File: src/rtl/ext_irq_pkg.sv
package ext_irq_pkg;
  typedef enum logic [1:0] {
    SEL_PIN  = 2'd0,
    SEL_IE   = 2'd1,
    SEL_WAKE = 2'd2,
    SEL_NONE = 2'd3
  } reg_sel_e;

  localparam int unsigned DATA_W     = 4;
  localparam int unsigned IN_EN_BIT  = 3;
  localparam int unsigned POL_BIT    = 2;
  localparam int unsigned ENABLE_BIT = 0;
endpackage

File: src/rtl/ext_irq_sync.sv
module ext_irq_sync #(
  parameter int unsigned STAGES = 2
) (
  input  logic clk_i,
  input  logic rst_ni,
  input  logic d_i,
  output logic q_o
);
  logic [STAGES-1:0] sr_q;

  generate
    if (STAGES == 1) begin : g_one
      always_ff @(posedge clk_i or negedge rst_ni) begin
        if (!rst_ni) sr_q <= '0;
        else         sr_q <= d_i;
      end
    end else begin : g_many
      always_ff @(posedge clk_i or negedge rst_ni) begin
        if (!rst_ni) sr_q <= '0;
        else         sr_q <= {sr_q[STAGES-2:0], d_i};
      end
    end
  endgenerate

  assign q_o = sr_q[STAGES-1];
endmodule

File: src/rtl/ext_irq_cfg.sv
module ext_irq_cfg
  import ext_irq_pkg::*;
(
  input  logic              clk_i,
  input  logic              rst_ni,
  input  logic              wr_en_i,
  input  logic [1:0]        wr_sel_i,
  input  logic [DATA_W-1:0] wr_data_i,
  output logic              in_en_o,
  output logic              pol_o,
  output logic              ie_o,
  output logic              wk_en_o
);
  reg_sel_e sel;
  assign sel = reg_sel_e'(wr_sel_i);

  always_ff @(posedge clk_i or negedge rst_ni) begin
    if (!rst_ni) begin
      in_en_o <= 1'b0;
      pol_o   <= 1'b0;
      ie_o    <= 1'b0;
      wk_en_o <= 1'b0;
    end else if (wr_en_i) begin
      case (sel)
        SEL_PIN: begin
          in_en_o <= wr_data_i[IN_EN_BIT];
          pol_o   <= wr_data_i[POL_BIT];
        end
        SEL_IE:   ie_o    <= wr_data_i[ENABLE_BIT];
        SEL_WAKE: wk_en_o <= wr_data_i[ENABLE_BIT];
        default: ;
      endcase
    end
  end
endmodule

File: src/rtl/ext_irq_flag.sv
module ext_irq_flag (
  input  logic clk_i,
  input  logic rst_ni,
  input  logic pin_sync_i,
  input  logic in_en_i,
  input  logic pol_i,
  input  logic ie_i,
  input  logic poll_i,
  input  logic ack_i,
  output logic cond_o,
  output logic flag_o,
  output logic skip_o
);
  logic cond_q, edge_det, poll_ok;

  // polarity 1 passes the pin, 0 inverts it; disabled input reads low
  assign cond_o   = in_en_i & (pin_sync_i ^ ~pol_i);
  assign edge_det = cond_o & ~cond_q;
  assign poll_ok  = poll_i & ~ie_i;
  assign skip_o   = poll_ok & flag_o;

  always_ff @(posedge clk_i or negedge rst_ni) begin
    if (!rst_ni) begin
      cond_q <= 1'b0;
      flag_o <= 1'b0;
    end else begin
      cond_q <= cond_o;
      if (edge_det)              flag_o <= 1'b1;
      else if (poll_ok || ack_i) flag_o <= 1'b0;
    end
  end

  a_r8_edge_sets: assert property (@(posedge clk_i) disable iff (!rst_ni)
    edge_det |=> flag_o);
  a_r3_poll_clears: assert property (@(posedge clk_i) disable iff (!rst_ni)
    (skip_o && !edge_det) |=> !flag_o);
  a_r7_ack_clears: assert property (@(posedge clk_i) disable iff (!rst_ni)
    (ack_i && !edge_det) |=> !flag_o);
  a_r6_poll_ignored: assert property (@(posedge clk_i) disable iff (!rst_ni)
    (poll_i && ie_i && !ack_i && flag_o) |=> flag_o);
  a_r6_no_skip: assert property (@(posedge clk_i) disable iff (!rst_ni)
    ie_i |-> !skip_o);
endmodule

File: src/rtl/ext_irq_ctrl.sv
module ext_irq_ctrl
  import ext_irq_pkg::*;
#(
  parameter int unsigned SYNC_STAGES = 2
) (
  input  logic              clk_i,
  input  logic              rst_ni,
  input  logic              wr_en_i,
  input  logic [1:0]        wr_sel_i,
  input  logic [DATA_W-1:0] wr_data_i,
  input  logic              poll_i,
  input  logic              ack_i,
  input  logic              pin_i,
  output logic              irq_o,
  output logic              skip_o,
  output logic              wakeup_o
);
  logic pin_sync, in_en, pol, ie, wk_en, cond, flag;

  ext_irq_sync #(.STAGES(SYNC_STAGES)) u_sync (
    .clk_i  (clk_i),
    .rst_ni (rst_ni),
    .d_i    (pin_i),
    .q_o    (pin_sync)
  );

  ext_irq_cfg u_cfg (
    .clk_i     (clk_i),
    .rst_ni    (rst_ni),
    .wr_en_i   (wr_en_i),
    .wr_sel_i  (wr_sel_i),
    .wr_data_i (wr_data_i),
    .in_en_o   (in_en),
    .pol_o     (pol),
    .ie_o      (ie),
    .wk_en_o   (wk_en)
  );

  ext_irq_flag u_flag (
    .clk_i      (clk_i),
    .rst_ni     (rst_ni),
    .pin_sync_i (pin_sync),
    .in_en_i    (in_en),
    .pol_i      (pol),
    .ie_i       (ie),
    .poll_i     (poll_i),
    .ack_i      (ack_i),
    .cond_o     (cond),
    .flag_o     (flag),
    .skip_o     (skip_o)
  );

  assign irq_o    = flag & ie;
  assign wakeup_o = wk_en & in_en & cond;

  a_r5_irq_needs_ie: assert property (@(posedge clk_i) disable iff (!rst_ni)
    irq_o |-> ie);
  a_r10_wake_gated: assert property (@(posedge clk_i) disable iff (!rst_ni)
    !in_en |-> !wakeup_o);
  a_r1_no_flag_gated: assert property (@(posedge clk_i) disable iff (!rst_ni)
    (!in_en && !flag) |=> !flag);
endmodule

File: config.mk
export PLATFORM = sky130hd
export DESIGN_NAME = ext_irq_ctrl
export DESIGN_NICKNAME = d
export VERILOG_FILES = /design/src/rtl/ext_irq_pkg.sv /design/src/rtl/ext_irq_sync.sv /design/src/rtl/ext_irq_cfg.sv /design/src/rtl/ext_irq_flag.sv /design/src/rtl/ext_irq_ctrl.sv
export SDC_FILE = /design/constraint.sdc
export NUM_CORES = 1
export LEC_CHECK = 0
export BUFFER_PORTS_ARGS = -buffer_cell sky130_fd_sc_hd__buf_2
export CORE_AREA = 2 2 39 41
export CTS_CLUSTER_DIAMETER = 150
export DETAILED_ROUTE_END_ITERATION = 6
export DIE_AREA = 0 0 41 43
export GPL_TIMING_DRIVEN = 1
export PLACE_DENSITY = 0.5
export SLEW_MARGIN = 20
export SYNTH_ARGS = -nofsm -noshare
export SYNTH_HDL_FRONTEND = slang
export SYNTH_SLANG_ARGS = --single-unit
File: constraint.sdc
create_clock -name clk_i -period 1.2 [get_ports clk_i]
set_clock_uncertainty 0.1 [all_clocks]
set_input_delay 0.18 -clock clk_i [delete_from_list [all_inputs] [get_ports clk_i]]
set_output_delay 0.18 -clock clk_i [all_outputs]
set_load 0.005 [all_outputs]
==> results.toml <==
[clock_network]
clk_pin_slew_ns = 0.05
cts_buffers = 3
cts_sinks = 8
clock-root-buffer = "clkbuf_4"
clkLatencyLatePin_ns = 0.24
cts_buffer_depth = 2
cts_tree = "built"
htreeDepth = 1

[final_layout]
drive_gt1_share_pct = 45.45
area_delta_synth_final_pct = 44.70
postLayoutCoreUtil_pct = 34.54
nFillCells = 150
nNetsFinal = 58
stdcell_area_sq_um = 478.0
antenna_cells = 0

[setup_path]
r2r_cells = 3
r2r_setup_slack_ns = 0.10
path_delay_family = "flip-flops"
timing.rr.end = "u_flag.flag_o"
crit_slowest_cell = "dfrtp_1"
crit_path_end_kind = "primary output"
required_ns = 0.92
r2r_start = "u_cfg.pol_o"
startpoint_type = "flop"
path_cells = "xor2_1 -> nor3b_2 -> buf_2"
worst_path_largest_cell_delay_ns = 0.39
worst-path-buf-inv = 1
crit_arrival_ns = 1.09
crit_fanout = 2
crit_type = "flop to primary output"

[die]
rows = 14
die_area_sq_um = 1763
initial_core_util_pct = 23.87
io_pins = 15
die_h_um = 43
die_width_um = 41
core_sq_um = 1384

[hold_path]
min_path_cells = 2
hp-start = "wr_data_i[2]"
holdPathEnd = "u_cfg.pol_o"
worstHoldPathType = "input port to flop"

[placement]
gp_congestion = 0.7060
dp_hpwl_um = 490.5
placed_cell_area_sq_um = 422.9
port_buffers = 13

[sta]
fin_crit_sh_pct = 114.1
hold_viol_final = 0
min_period_ns = 1.369
final-max-slew-violation-count = 0
worst_slack_ns = -0.1694
setup_violations = 2
slew_headroom_pct = 85.75
rsz0062_at_grt = "yes"
timing.fmax_ghz = 0.7302
worst_pin_slew_ns = 0.2128

[synthesis]
synth-warning-count = 0
syn-num-nets = 36
synth_top_area_share_pct = 60.61
yosysSeqAreaShare_pct = 60.61
syn_area_sq_um = 330.3
ys_ff_latch = 8
syn_inst = 24
synthTopCellsByArea = "dfrtp_1 (61%), mux2_1 (14%), nand3b_1 (4.5%), and2_1 (3.8%), nor3b_2 (3.8%)"
yosys.area.top_type = "dfrtp_1"
yosysMostFrequentCell = "dfrtp_1"
synth-async-reset-ratio_pct = 100.0
synth_cell_types = 12
synth-edff-count = 0
synth-main-ff-cell = "dfrtp_1"
synth_commonest_cells = "dfrtp_1 (8), mux2_1 (4), and2_1 (2), nand3b_1 (2)"
avgSynthCellArea_sq_um = 13.76

[grt]
grt_pass1_wl_um = 1041
gr-usage-all-layers_pct = 8.943
grt_max_degree = 9
grt_antenna_before_repair = 0
grt_overflow = 0
grt_pass1_vias = 267

[pwr]
peakVddDrop_uv = 551.3
leakage_uw = 0.0002314
power_density_nw_per_um2 = 1396

[outcome]
violations = "negative setup slack"
status = "finished, violations left"

[job]
maxCapViolations = 0

[route]
finalWirelength_um = 608
wire_per_inst_um = 10.13
drc_errors = 0
vias_per_cell = 4.167
first_pass_iters = 2
num_vias = 250
drtAntennaViolNets = 0
drt_iter0_drc = 5
[power by group]
| part | leakage (uW) | total (uW) | switching [uW] | internal (uW) |
|---|---|---|---|---|
| Clock | 0.0000138 | 192 | 78.6 | 114 |
| Sequential | 0.0000965 | 341 | 25.2 | 316 |
| Combinational | 0.000121 | 134 | 54.0 | 79.8 |
[through the flow]
stage / cells / power [uW] / hold slack (ns) / TNS, ns / setup slack [ns]
2_1_floorplan: 24 / 400.9 / -0.2156 / 0 / 0.1514
3_3_place_gp: 54 / 458.3 / -0.07413 / 0 / 0.04423
3_5_place_dp: 54 / 467.9 / -0.06683 / 0 / 0.01845
4_1_cts: 60 / 680.1 / 0.05597 / -0.3328 / -0.2255
5_1_grt: 60 / 728.1 / 0.04953 / -0.4676 / -0.2594
6_report: 60 / 667.4 / 0.05990 / -0.2646 / -0.1694
[placed cells by master (no fill, tap or decap), drive strengths merged]
cell type | synthesis | final
buf | 0 | 15
dfrtp | 8 | 8
mux2 | 4 | 4
clkbuf | 0 | 3
and2 | 2 | 2
nand3b | 2 | 2
nor3b | 2 | 2
dlygate4sd3 | 0 | 2
nor2b | 1 | 1
inv | 1 | 1
xor2 | 1 | 1
nor2 | 1 | 1
nand2b | 1 | 1
o32ai | 1 | 1
[layout make-up]
class                      instances  area, sq um  area share (%)
clock buffer                       3        22.52           4.712
tap                               16        20.02           4.188
multi-input combinational         15        131.4           27.49
sequential                         8        200.2           41.88
timing repair buffer              17        100.1           20.94
inverter                           1        3.754          0.7853
[repair_timing]
action,in CTS,in global routing
setup endpoints to repair,2,3
endpoints found under the hold margin,9,0
pin swaps,2,0
gates resized for setup,0,1
hold buffers,2,0
buffers inserted,1,0
gates cloned,0,0
[sequential cells by signal, indices dropped and copies added (netlist names)]
signal / flops
u_cfg.pol_o: 1
u_cfg.wk_en_o: 1
u_cfg.ie_o: 1
u_sync.sr_q: 2
u_flag.cond_q: 1
u_flag.flag_o: 1
u_cfg.in_en_o: 1
[cell families after synthesis]
kind of cell	Yosys count	synth area share [%]
buffers and inverters	1	1.135
multiplexers	4	13.64
flip-flops	8	60.61
AND/OR/NAND/NOR	9	19.32
XOR/XNOR	1	2.652
AO/OA/AOI/OAI	1	2.652
[layer usage]
metal	up-vias	part of all wire, %	track usage [%]
met5	-	0	0
met4	0	0	6.000
met3	0	5.9	3.141
met2	10	52	13.75
met1	117	42	9.699
li1	123	-	-
[how the worst max path moves through the flow]
stage | from | end | slack (ns) | cells after the start
finish | u_cfg.pol_o | wakeup_o | -0.17 | 3
global route | u_cfg.pol_o | wakeup_o | -0.26 | 3
CTS | u_cfg.pol_o | wakeup_o | -0.23 | 3
detailed placement | u_cfg.pol_o | wakeup_o | 0.02 | 3
global placement | u_cfg.pol_o | wakeup_o | 0.04 | 3
floorplan | u_cfg.pol_o | wakeup_o | 0.15 | 2
No activity file was read; power rests on OpenSTA's default activity.
